===== config.mk =====
export PLATFORM = sky130hd
export DESIGN_NAME = fsk_sine_mod
export DESIGN_NICKNAME = d
export VERILOG_FILES = /design/src/rtl/fsk_mod_pkg.sv /design/src/rtl/fsk_tone_sel.sv /design/src/rtl/fsk_phase_acc.sv /design/src/rtl/fsk_sine_rom.sv /design/src/rtl/fsk_sine_mod.sv
export SDC_FILE = /design/constraint.sdc
export NUM_CORES = 1
export LEC_CHECK = 0
export BUFFER_PORTS_ARGS = -buffer_cell sky130_fd_sc_hd__buf_4
export CAP_MARGIN = 10
export CORE_AREA = 4 4 85 147
export CTS_BUF_LIST = sky130_fd_sc_hd__clkbuf_4 sky130_fd_sc_hd__clkbuf_8
export DETAILED_ROUTE_END_ITERATION = 16
export DIE_AREA = 0 0 89 151
export SYNTH_ARGS = -nofsm -noshare
export SYNTH_HDL_FRONTEND = slang
export SYNTH_SLANG_ARGS = --single-unit
export TNS_END_PERCENT = 30

===== constraint.sdc =====
create_clock -name clk -period 4.95 [get_ports clk]
set_input_delay 0.495 -clock clk [delete_from_list [all_inputs] [get_ports clk]]
set_output_delay 0.495 -clock clk [all_outputs]
set_load 0.02 [all_outputs]

===== src/rtl/fsk_mod_pkg.sv =====
// Package: shared types and elaboration-time helpers for the FSK modulator.
// Assumes: parameters are small enough that a 64-bit intermediate never
// overflows (accumulator width up to 32, sample width up to 16).
package fsk_mod_pkg;

    // Tone selected by the serial data level.
    typedef enum logic {
        TONE_SPACE = 1'b0,
        TONE_MARK  = 1'b1
    } tone_e;

    // Fixed-point fraction width used while building the sine table.
    localparam int  FRAC_W = 28;
    // pi scaled by 2^FRAC_W, rounded.
    localparam longint PI_FX = 64'sd843314857;

    // Phase step per clock: round(tone * 2^acc_w / clk).
    function automatic int unsigned tuning_word(input longint unsigned clk_hz,
                                                input longint unsigned tone_hz,
                                                input int acc_w);
        longint unsigned num;
        num = tone_hz << acc_w;
        return int'((num + clk_hz / 2) / clk_hz);
    endfunction

    // Unsigned sample for table entry idx of a 2^idx_w table:
    // mid + round(amp * sin(2*pi*idx / 2^idx_w)), built from a quarter wave
    // and a Taylor series so no real arithmetic reaches the hardware.
    function automatic int sine_code(input int idx, input int idx_w, input int smp_w);
        int     quarter;
        int     quad;
        int     r;
        int     amp;
        int     mag;
        longint x;
        longint x2;
        longint term;
        longint sum;
        quarter = 1 << (idx_w - 2);
        quad    = idx / quarter;
        r       = idx % quarter;
        amp     = (1 << (smp_w - 1)) - 1;
        if (quad == 1 || quad == 3) begin
            r = quarter - r;
        end
        x    = (longint'(r) * 2 * PI_FX) / (longint'(1) << idx_w);
        x2   = (x * x) >>> FRAC_W;
        term = x;
        sum  = x;
        for (int k = 1; k <= 5; k++) begin
            term = -((term * x2) >>> FRAC_W) / longint'((2 * k) * (2 * k + 1));
            sum  = sum + term;
        end
        mag = int'((sum * amp + (longint'(1) <<< (FRAC_W - 1))) >>> FRAC_W);
        if (quad >= 2) begin
            mag = -mag;
        end
        return (1 << (smp_w - 1)) + mag;
    endfunction

endpackage


===== src/rtl/fsk_tone_sel.sv =====
// Module: fsk_tone_sel
// Maps the serial data level to a phase step. A high level picks the mark
// step, a low level the space step.
// Assumes: the data input is already synchronous to the modulator clock.
module fsk_tone_sel
    import fsk_mod_pkg::*;
#(
    parameter int          ACC_W    = 24,
    parameter int unsigned MARK_TW  = 5461,
    parameter int unsigned SPACE_TW = 10012
) (
    input  logic             bit_i,
    output logic [ACC_W-1:0] step_o
);

    localparam logic [ACC_W-1:0] MARK_STEP  = ACC_W'(MARK_TW);
    localparam logic [ACC_W-1:0] SPACE_STEP = ACC_W'(SPACE_TW);

    tone_e tone;

    // Interpret the data level as a tone.
    always_comb begin
        tone = tone_e'(bit_i);
    end

    // Choose the step for the selected tone.
    always_comb begin
        unique case (tone)
            TONE_MARK:  step_o = MARK_STEP;
            TONE_SPACE: step_o = SPACE_STEP;
            default:    step_o = SPACE_STEP;
        endcase
    end

endmodule


===== src/rtl/fsk_phase_acc.sv =====
// Module: fsk_phase_acc
// Wrapping phase accumulator. It adds the step on each enabled clock and
// holds otherwise. It is never cleared on a tone change, which is what keeps
// the waveform continuous. Exposes only the table index (top IDX_W bits).
// Assumes: step < 2^(ACC_W-IDX_W), so the index moves at most one per clock.
module fsk_phase_acc #(
    parameter int ACC_W = 24,
    parameter int IDX_W = 8
) (
    input  logic             clk,
    input  logic             rst_n,
    input  logic             en,
    input  logic [ACC_W-1:0] step,
    output logic [IDX_W-1:0] idx_o
);

    logic [ACC_W-1:0] phase_q;

    // Advance the phase while enabled, freeze it otherwise.
    always_ff @(posedge clk) begin
        if (!rst_n) begin
            phase_q <= '0;
        end else if (en) begin
            phase_q <= phase_q + step;
        end
    end

    // Coarse phase used to address the sine table.
    assign idx_o = phase_q[ACC_W-1 -: IDX_W];

endmodule


===== src/rtl/fsk_sine_rom.sv =====
// Module: fsk_sine_rom
// Full-wave sine table, computed at elaboration, with a registered read.
// While disabled or in reset the registered output is forced to mid-scale.
// Assumes: IDX_W >= 2 so that a quarter wave exists.
module fsk_sine_rom
    import fsk_mod_pkg::*;
#(
    parameter int IDX_W = 8,
    parameter int SMP_W = 10
) (
    input  logic             clk,
    input  logic             rst_n,
    input  logic             en,
    input  logic [IDX_W-1:0] idx,
    output logic [SMP_W-1:0] code_q
);

    localparam int               DEPTH = 1 << IDX_W;
    localparam logic [SMP_W-1:0] MID   = {1'b1, {(SMP_W-1){1'b0}}};

    logic [SMP_W-1:0] table_w [DEPTH];

    // One constant entry per table position.
    for (genvar i = 0; i < DEPTH; i++) begin : g_entry
        assign table_w[i] = SMP_W'(sine_code(i, IDX_W, SMP_W));
    end

    // Register the looked-up sample, or mid-scale when idle.
    always_ff @(posedge clk) begin
        if (!rst_n) begin
            code_q <= MID;
        end else if (en) begin
            code_q <= table_w[idx];
        end else begin
            code_q <= MID;
        end
    end

endmodule


===== src/rtl/fsk_sine_mod.sv =====
// Module: fsk_sine_mod (top)
// Phase-continuous two-tone sine generator for a half-duplex modem line.
// An active-low request input enables transmit. The data level picks the
// tone, and the samples leave one register after the phase they represent.
// Assumes: all inputs are synchronous to clk; framing is handled by the host.
module fsk_sine_mod
    import fsk_mod_pkg::*;
#(
    parameter int unsigned CLK_HZ   = 3686400,
    parameter int unsigned MARK_HZ  = 1200,
    parameter int unsigned SPACE_HZ = 2200,
    parameter int          ACC_W    = 24,
    parameter int          IDX_W    = 8,
    parameter int          SMP_W    = 10
) (
    input  logic             clk,
    input  logic             rst_n,
    input  logic             tx_req_n,
    input  logic             tx_bit,
    output logic [SMP_W-1:0] dac_code
);

    localparam int unsigned MARK_TW  = tuning_word(CLK_HZ, MARK_HZ, ACC_W);
    localparam int unsigned SPACE_TW = tuning_word(CLK_HZ, SPACE_HZ, ACC_W);

    logic             tx_en;
    logic [ACC_W-1:0] step;
    logic [IDX_W-1:0] idx;

    // Transmit is active while the request input is low.
    assign tx_en = ~tx_req_n;

    fsk_tone_sel #(
        .ACC_W    (ACC_W),
        .MARK_TW  (MARK_TW),
        .SPACE_TW (SPACE_TW)
    ) u_sel (
        .bit_i  (tx_bit),
        .step_o (step)
    );

    fsk_phase_acc #(
        .ACC_W (ACC_W),
        .IDX_W (IDX_W)
    ) u_acc (
        .clk   (clk),
        .rst_n (rst_n),
        .en    (tx_en),
        .step  (step),
        .idx_o (idx)
    );

    fsk_sine_rom #(
        .IDX_W (IDX_W),
        .SMP_W (SMP_W)
    ) u_rom (
        .clk    (clk),
        .rst_n  (rst_n),
        .en     (tx_en),
        .idx    (idx),
        .code_q (dac_code)
    );

endmodule


# Yosys cells after proc, flatten, opt, wreduce, memory -nomap -nowiden
# Memories as Yosys holds them, arrays and structs flattened. A register that Yosys moved wholly into a read port is not among the register bits.
# Cells that the tools add are included.
[word_totals] register_bits=24 latch_bits=0 ramBits=0 mem_bits_ro=2560 mem_count=1
[mem_list] memory="(no name shown)" depth=256 width=10 read_ports=1 rd_ports_with_merged_regs=1 write_ports=0 line="fsk_sine_rom.sv:33" source="code_q <= table_w[idx];"
[op_classes] add_sub_neg=1 n_mul=0 div=0 order_cmp=0 n_eq_ne=0 n_shift=0 n_mux=1 n_bitwise=3 n_reduce_logical=1
[ops] op="$pmux W24 S2" count=1
[ops] op="$add A24 B24 Y24" count=1
[ops] op="$not A8 Y9" count=1
[ops] op="$not A1 Y1" count=2
[ops] op="$reduce_or A2 Y1" count=1

# Logic depth before layout (Yosys ltp)
# Gate-level depths: netlist of the first run.
[logic_depth] depth_word=3 mapped_depth=10 mapped_depth_nobuf=8

# Hierarchy
# Synthesis of the first run repeated with hierarchy kept, for this count alone.
[hier_totals] cells_unflattened=751 hier_area_um2=5260.0
[modules_own_cells] module="fsk_sine_rom" n_inst=1 cells_per_inst=462 area_each_um2=2942.8 seq_area_each_um2=200.2
[modules_own_cells] module="fsk_phase_acc" n_inst=1 cells_per_inst=262 area_each_um2=2129.5 seq_area_each_um2=480.5
[modules_own_cells] module="fsk_tone_sel" n_inst=1 cells_per_inst=26 area_each_um2=183.9 seq_area_each_um2=0.0
[modules_own_cells] module="fsk_sine_mod" n_inst=1 cells_per_inst=1 area_each_um2=3.8 seq_area_each_um2=0.0

# Least setup slack after synthesis of the first run
# No wires, ideal clock.
[synth_timing] kind="flip-flop to flip-flop" from="register u_acc.phase_q[17]" to="register u_rom.code_q[4]" setup_ps=117 t_arrival_ps=2474 required_time_ps=4833 setup_slack_ps=2359 path_stages_with_launch=11 path_buffers=2 synth_period_minus_slack_ps=2591 cell_sequence="dfxtp_1 clkbuf_1 inv_1 ha_1 clkbuf_1 nor2_1 a2111oi_0 a2111oi_0 a31oi_1 o31ai_1 a32o_1"
[synth_via] elab_chain_len=1
[synth_rtl] element="start: declaration" line="fsk_phase_acc.sv:17" source="logic [ACC_W-1:0] phase_q;"
[synth_rtl] element="start signal: assignment" line="fsk_phase_acc.sv:24" source="phase_q <= phase_q + step;"
[synth_rtl] element="$not A8 Y9 (not written as such)" line="fsk_sine_rom.sv:33"
[synth_rtl] element="end: declaration" line="fsk_sine_rom.sv:15" source="output logic [SMP_W-1:0] code_q"
# Every way passes these cells.
# A chain may end at the register's enable or synchronous reset.

# Worst setup path after layout of the first run
[layout_timing] from="register u_acc.phase_q[16]" to="register u_rom.code_q[3]"
# Same word-level chain as after synthesis.

==> results of run 1 <==
[per-layer routing]
layer | up-vias | track usage (%) | routed length (µm)
met3 | 89 | 3.54 | 1390
met1 | 2312 | 29.3 | 5990
met5 | - | 0 | 0
li1 | 2259 | - | -
met2 | 335 | 44.6 | 8520
met4 | 0 | 15.8 | 1310
[worst reg2reg max path: stages, from the launching register on]
cell      delay (ns)
dfxtp_1         0.31
buf_4           0.29
inv_1           0.29
ha_1            0.71
nand2b_1        0.38
and2_0          0.23
mux4_2          0.44
o21ai_0         0.15
o21ai_0         0.10
a32o_1          0.23
[cells in the mapped netlist (all sizes together), types with 3 or more instances]
library cell   n
a2111oi        8
o22ai          7
o31ai          5
a221oi         4
nand3         14
a211oi        12
o32ai          5
o311ai         9
xor2          11
buf           23
or3            4
o21ai         65
o211ai         5
nor3          16
a311oi         7
nor4           3
nor2b         15
nand2b        26
nand2         53
a22o           3
a21boi         3
a21oi         64
mux2i          9
nor3b          3
clkbuf        41
xnor2         11
inv           14
ha            23
nor2          48
dfxtp         34
a221o          4
o21bai         3
and2          21
nand4          3
a31oi         14
o221ai         6
[cells by family after synthesis]
kind of cell / synth area share (%)
adders and majority gates: 6.72
DFF: 15.4
AOI/OAI and AO/OA: 36.9
and+or+nand+nor: 24.5
xor gates and xnor gates: 4.35
buffers and inverters: 8.76
muxes: 3.31
[sequential cells by signal (all words and copies together) (netlist names)]
register	count
u_acc.phase_q	24
u_rom.code_q	10
[area by class of cell]
class / count / area [µm²] / share of cell area, %
Clock buffer: 7 / 90.1 / 1.99
Clock inverter: 1 / 5.00 / 0.110
Inverter: 15 / 56.3 / 1.24
Multi-Input combinational cell: 516 / 3360 / 74.2
Sequential cell: 34 / 684 / 15.1
Tap cell: 135 / 169 / 3.73
Timing Repair Buffer: 22 / 165 / 3.65
[through the flow]
stage	std cells	util, %	power, mW	cell area, µm²
finish	730	39.8	0.641	4530
global route	730	39.8	0.669	4530
CTS	730	39.8	0.647	4530
global placement	722	39.0	0.403	4440
detailed placement	722	39.0	0.406	4440
floorplan	629	-	0.386	4430
[placed cells by master, fill, tap and decap left out, types with 4 or more instances in the layout]
cell        n
nand2b_1   26
nor2_1     48
dfxtp_1    31
a311oi_1    7
or3_1       4
o311ai_0    8
a2111oi_0   4
xor2_1     11
xnor2_1    11
o22ai_1     7
ha_1       23
nand3_1    13
inv_1      14
o21ai_0    64
nand2_1    53
o221ai_1    6
a221o_1     4
buf_4      22
nor2b_1    15
a211oi_1   11
and2_1     20
o31ai_1     5
o32ai_1     5
nor3_1     16
a21oi_1    64
a31oi_1    14
o211ai_1    5
clkbuf_8    6
mux2i_1     9
a221oi_1    4
[worst paths after layout]
kind                                          to  slack [ns]  cells after the start
hold reg to reg   u_acc.phase_q[13]$_SDFFE_PN0N_        0.52                      2
setup / recovery      u_rom.code_q[3]$_SDFF_PP0_        1.72                      9
setup reg to reg      u_rom.code_q[3]$_SDFF_PP0_        1.72                      9
hold / removal    u_acc.phase_q[13]$_SDFFE_PN0N_        0.52                      2
[power groups by stage]
stage | Combinational (mW) | Sequential (mW) | Clock (mW)
floorplan | 0.0816 | 0.304 | 0
global placement | 0.0964 | 0.306 | 0
detailed placement | 0.0993 | 0.307 | 0
CTS | 0.0999 | 0.301 | 0.247
global route | 0.111 | 0.303 | 0.256
finish | 0.0987 | 0.301 | 0.241
==> metrics.yaml, run 1 <==
outcome: "complete, no violations"
crit_start: "u_acc.phase_q[16]$_SDFFE_PN0N_"
p_comb_share_pct: 15.4
critPathBufInv: 2
r2r_start: "u_acc.phase_q[16]$_SDFFE_PN0N_"
dr_total_vias: 4995
htreeDepth: 2
num_rows: 52
vdd_drop_max_mv: 0.123
fin_nets: 621
finalCritPeriodShare_pct: 65.3
setup_viol: 0
hold_viol_final: 0
grtUsageTotal_pct: 25.9
dr.pass1.iters: 6
cts_buffers: 5
post_cts_buffers: 0
critPathTopFamily: "adder cells"
cts.repair.resized: 0
syn-num-nets: 656
synth_area_um2: 4430
area_growth_pct: 2.29
num_antenna_cells: 0
worst_path_max_delay_cell: "ha_1"
synth_seq_cells: 34
clock_sinks: 34
fillCellCount: 1176
worstPathCellList: "buf_4 > inv_1 > ha_1 > nand2b_1 > and2_0 > mux4_2 > o21ai_0 > o21ai_0 > a32o_1"
cts_root_buf: "clkbuf_8"
worst_slew_pin_slew_ns: 0.968
arrival_ns: 3.44
synth_cell_types: 71
slew_viol_final: 0
end_kind: "flop"
powerDensity_nw_per_um2: 141
final.setup.tns_ns: 0
insertion_delay_ns: 0.31
hp-class: "reg -> reg"
ys_warn_count: 0
gp_congestion: 0.965
synth.yosys.seq_area_share_pct: 15.4
die_h_um: 151
timing.fmax_ghz: 0.309
die-area_um2: 13400
internal-power_mw: 0.449
grt_pass1_wl_um: 26600
drcViolationCount: 0
p_clk_share_pct: 37.6
cp_max_fo: 26
drt_iter0_drc: 790
post_drt_wl_per_cell_um: 23.6
ant_nets: 0
grt_pass1_vias: 4708
ios: 14
crit_path_frequent_cell: "o21ai_0"
syn_avg_cell_area_um2: 7.04
yosysTopAreaCellShare_pct: 15.4
hold_buffers: 0
holdWs_ns: 0.521
fin_ws_ns: 1.72
port_buffers: 13
crit_type: "reg -> reg"
swShare_pct: 30.0
synth_ff_type: "dfxtp_1"
synth_top_cell_by_area: "dfxtp_1"
drive_above_1_share_pct: 8.40
avgViaCountPerCell: 6.84
synth-edff-count: 0
path_clk_slew_ns: 0.08
p_seq_share_pct: 47.0
synthArstFlopShare_pct: 0
cp-start-kind: "flop"
grt-ovfl-total: 0
switchingPower_mw: 0.192
initial_utilization_pct: 38.9
cap_violations: 0
antenna_found_initial: 0
min_period_ns: 3.23
clock_skew_ns: 0.0184
grt_max_degree: 54
hp-start: "u_acc.phase_q[13]$_SDFFE_PN0N_"
clk_path_buf_depth: 2
core-area_um2: 11400
p_leak_nw: 1.59
netlist_top_cells_area: "dfxtp_1, a21oi_1, o21ai_0"
syn_inst: 629
required_ns: 5.16
dp_slack_ns: 1.84
cp_slowest_stage_delay_ns: 0.71
rsz0062_at_grt: "false"
die_w_um: 89
wirelength_um: 17200
max-slew-margin-rel_pct: 35.5
cts_tree: "done"
place_hpwl_um: 11800
(Power assumes the default switching activity.)
==> inputs of run 2 (changes only) <==
--- a/config.mk
+++ b/config.mk
@@ -5,12 +5,13 @@
 export SDC_FILE = /design/constraint.sdc
 export NUM_CORES = 1
 export LEC_CHECK = 0
+export ABC_AREA = 1
 export BUFFER_PORTS_ARGS = -buffer_cell sky130_fd_sc_hd__buf_4
 export CAP_MARGIN = 10
-export CORE_AREA = 4 4 85 147
+export CORE_AREA = 4 4 83 143
 export CTS_BUF_LIST = sky130_fd_sc_hd__clkbuf_4 sky130_fd_sc_hd__clkbuf_8
 export DETAILED_ROUTE_END_ITERATION = 16
-export DIE_AREA = 0 0 89 151
+export DIE_AREA = 0 0 87 147
 export SYNTH_ARGS = -nofsm -noshare
 export SYNTH_HDL_FRONTEND = slang
 export SYNTH_SLANG_ARGS = --single-unit
==> constraint.sdc (replaced) <==
create_clock -name clk -period 3.15 [get_ports clk]
set_input_delay 0.315 -clock clk [delete_from_list [all_inputs] [get_ports clk]]
set_output_delay 0.315 -clock clk [all_outputs]
set_load 0.02 [all_outputs]
==> run 2 against run 1 <==
Compared with the run above: clock skew is 0.011 ns lower; final area is 1.9% lower; largest power group unchanged; worst hold slack worse by 0.18 ns; power is 62% higher; highest routed layer unchanged; fmax is 32% higher; largest cell class unchanged.
==> metrics.yaml, run 2 <==
p_clk_share_pct: 39.1  # +1.5 points
yosysTopAreaCellShare_pct: 21.7  # +6.4 points
post_drt_wl_per_cell_um: 22.1  # -6.3%
max-slew-margin-rel_pct: 48.0  # +13 points
area_growth_pct: 6.35
post_cts_buffers: 0  # unchanged
synth-edff-count: 0  # unchanged
wirelength_um: 19700  # +14%
slew_viol_final: 0  # unchanged
path_clk_slew_ns: 0.09  # about the same
vdd_drop_max_mv: 0.201  # +63%
p_seq_share_pct: 45.1  # -1.9 points
r2r_slack_ns: 0.69  # -1.02 ns
syn_inst: 755  # +20%
htreeDepth: 2  # unchanged
ys_warn_count: 0  # unchanged
dr.pass1.iters: 6  # unchanged
required_ns: 3.38  # -1.78 ns
fin_nets: 788  # +27%
initial_utilization_pct: 39.1  # +0.15 points
cp-start-kind: "flop"
whs_endpoint: "u_acc.phase_q[17]$_SDFFE_PN0N_"
powerDensity_nw_per_um2: 234  # +65%
largest_reg_flops: 24  # unchanged
regMostFlops: "u_acc.phase_q"
ys_top_cells_by_count: "nand2_1, nor2_1, nand3_1"
swShare_pct: 34.3  # +4.3 points
fillCellCount: 1225  # +4.2%
final_cell_mix: "nand2_1, nor2_1, nand3_1"
cp_slowest_stage_delay_ns: 0.64  # -0.07 ns
hold_path_depth: 3  # +1
insertion_delay_ns: 0.32  # about the same
synth_top_cell_by_area: "nand2_1"
drt_iter0_drc: 596  # -25%
finalCritPeriodShare_pct: 78.0  # +13 points
cts_buffers: 5  # unchanged
clk_path_buf_depth: 2  # unchanged
synth.yosys.seq_area_share_pct: 16.3  # +0.93 points
worst_slew_pin_slew_ns: 0.775  # -0.192 ns
dp_slack_ns: 0.856  # -0.984 ns
critPathBufInv: 1  # -1
grt-ovfl-total: 0  # unchanged
timing.fmax_ghz: 0.407  # +32%
hp-class: "in -> reg"
holdWs_ns: 0.336  # -0.185 ns
outcome: "complete, no violations"
grt_pass1_vias: 5194  # +10%
crit_path_frequent_cell: "nand2_1"
hold_viol_final: 0  # unchanged
synth_cell_types: 41  # -42%
die_w_um: 87  # -2.2%
syn-num-nets: 782  # +19%
gp_congestion: 1.11  # +15%
num_rows: 50  # -3.8%
cts.repair.resized: 0  # unchanged
place_hpwl_um: 14700  # +25%
cts_tree: "done"
fin_ws_ns: 0.693  # -1.02 ns
dr_total_vias: 5432  # +8.7%
worst_path_max_delay_cell: "ha_1"
avgViaCountPerCell: 6.09  # -11%
clock_sinks: 34  # unchanged
synth.most_common_cell: "nand2_1"
layout_commonest_cell: "nand2_1"
antenna_found_initial: 0  # unchanged
port_buffers: 13  # unchanged
grtUsageTotal_pct: 31.3  # +5.4 points
syn_avg_cell_area_um2: 5.53  # -21%
cp_max_fo: 9  # -65%
end_kind: "flop"
r2r_start: "u_acc.phase_q[17]$_SDFFE_PN0N_"
die_h_um: 147  # -2.6%
crit_type: "reg -> reg"
synthArstFlopShare_pct: 0  # unchanged
rsz0062_at_grt: "false"
switchingPower_mw: 0.356  # +86%
ios: 14  # unchanged
clock_skew_ns: 0.00709  # -0.0113 ns
largest_registers: "u_acc.phase_q: 24 flops, u_rom.code_q: 10 flops"
worstPathCellList: "inv_1 > ha_1 > nand2_1 > nand3_1 > nand3_1 > nand2_1 > nand3_1 > nand2_1 > nand2_1 > nand2_1 > nor2_1"
ant_nets: 0  # unchanged
grt_pass1_wl_um: 29900  # +13%
netlist_top_cells_area: "nand2_1, dfxtp_1, nand3_1"
synth_area_um2: 4180  # -5.7%
ff2ff_path_depth: 11  # +2
die-area_um2: 12800  # -4.8%
hold_buffers: 0  # unchanged
num_antenna_cells: 0  # unchanged
drive_above_1_share_pct: 9.45  # +1.0 points
drcViolationCount: 0  # unchanged
cap_violations: 0  # unchanged
internal-power_mw: 0.683  # +52%
hp-start: "rst_n"
core-area_um2: 10700  # -6.0%
grt_max_degree: 36  # -33%
critPathTopFamily: "simple AND/OR/NAND/NOR gates"
setup_viol: 0  # unchanged
p_comb_share_pct: 15.9  # +0.5 points
min_period_ns: 2.46  # -0.776 ns
p_leak_nw: 2.21  # +39%
cts_root_buf: "clkbuf_8"
final.setup.tns_ns: 0  # unchanged
synth_seq_cells: 34  # unchanged
r2r_end: "u_rom.code_q[2]$_SDFF_PP0_"
synth_ff_type: "dfxtp_1"
arrival_ns: 2.68  # -0.76 ns
==> run 2: cell types whose count changed after synthesis, sizes merged, moves of 13 or more <==
cell | previous run | this run
a21oi | 64 | 47
nand3 | 14 | 92
and2 | 21 | 0
clkbuf | 41 | 3
nand2 | 53 | 253
inv | 14 | 65
nor2b | 15 | 0
o21ai | 65 | 52
nor2 | 48 | 103
nand2b | 26 | 0
==> run 2: kinds of logic (layout without fill, tap and decap cells) <==
group	count (synthesis)	after routing	synth area share, %
AND/OR/NAND/NOR	478	478	49.3
buffers and inverters	97	104	11.3
flip-flops	34	34	16.3
adder cells (fa/ha/maj)	23	23	6.89
AO/OA/AOI/OAI	121	121	15.8
XOR/XNOR	2	2	0.419
==> run 2: layer usage <==
metal | global-route usage, % | vias up | part of all wire, %
li1 | - | 2494 | -
met1 | 31.5 | 2436 | 32
met2 | 53.4 | 368 | 49
met3 | 5.39 | 134 | 8.1
met4 | 27.4 | 0 | 11
met5 | 0 | - | 0
==> run 2: power by group through the flow <==
stage	Combinational (mW)	Sequential (mW)	Clock [mW]
after floorplan	0.124	0.469	0
after global placement	0.159	0.476	0
after detailed placement	0.163	0.477	0
after CTS	0.164	0.467	0.415
after global routing	0.189	0.471	0.425
final	0.165	0.468	0.406
==> run 2: final cells by class <==
cell class                      instances  area, µm²  share of cell area (%)
Inverter                               66        250                    5.63
Timing Repair Buffer                   30        225                    5.07
Multi-Input combinational cell        624       3030                    68.1
Tap cell                              130        163                    3.66
Sequential cell                        34        681                    15.3
Clock buffer                            6       82.6                    1.86
Clock inverter                          2       16.3                   0.366
==> run 2: tightest hold or removal path: stages <==
cell and delay (ns):
buf_4 0.18, nand2_1 0.09, nor2_1 0.03
==> run 2: worst max-delay path by stage <==
stage	depth (start not counted)	endpoint	start	slack, ns
final	11	u_rom.code_q[2]$_SDFF_PP0_	u_acc.phase_q[17]$_SDFFE_PN0N_	0.69
after global routing	11	u_rom.code_q[2]$_SDFF_PP0_	u_acc.phase_q[17]$_SDFFE_PN0N_	0.59
after CTS	11	u_rom.code_q[2]$_SDFF_PP0_	u_acc.phase_q[17]$_SDFFE_PN0N_	0.83
after detailed placement	11	u_rom.code_q[2]$_SDFF_PP0_	u_acc.phase_q[17]$_SDFFE_PN0N_	0.86
after global placement	11	u_rom.code_q[2]$_SDFF_PP0_	u_acc.phase_q[17]$_SDFFE_PN0N_	0.81
after floorplan	14	u_rom.code_q[4]$_SDFF_PP0_	u_acc.phase_q[17]$_SDFFE_PN0N_	1.20
==> run 2: per-stage QoR <==
stage	power, mW	instances	util, %	area, µm²
4_1_cts	1.05	892	41.5	4440
6_report	1.04	892	41.5	4440
2_1_floorplan	0.594	755	-	4180
3_5_place_dp	0.639	884	40.6	4340
5_1_grt	1.09	892	41.5	4440
3_3_place_gp	0.635	884	40.6	4340
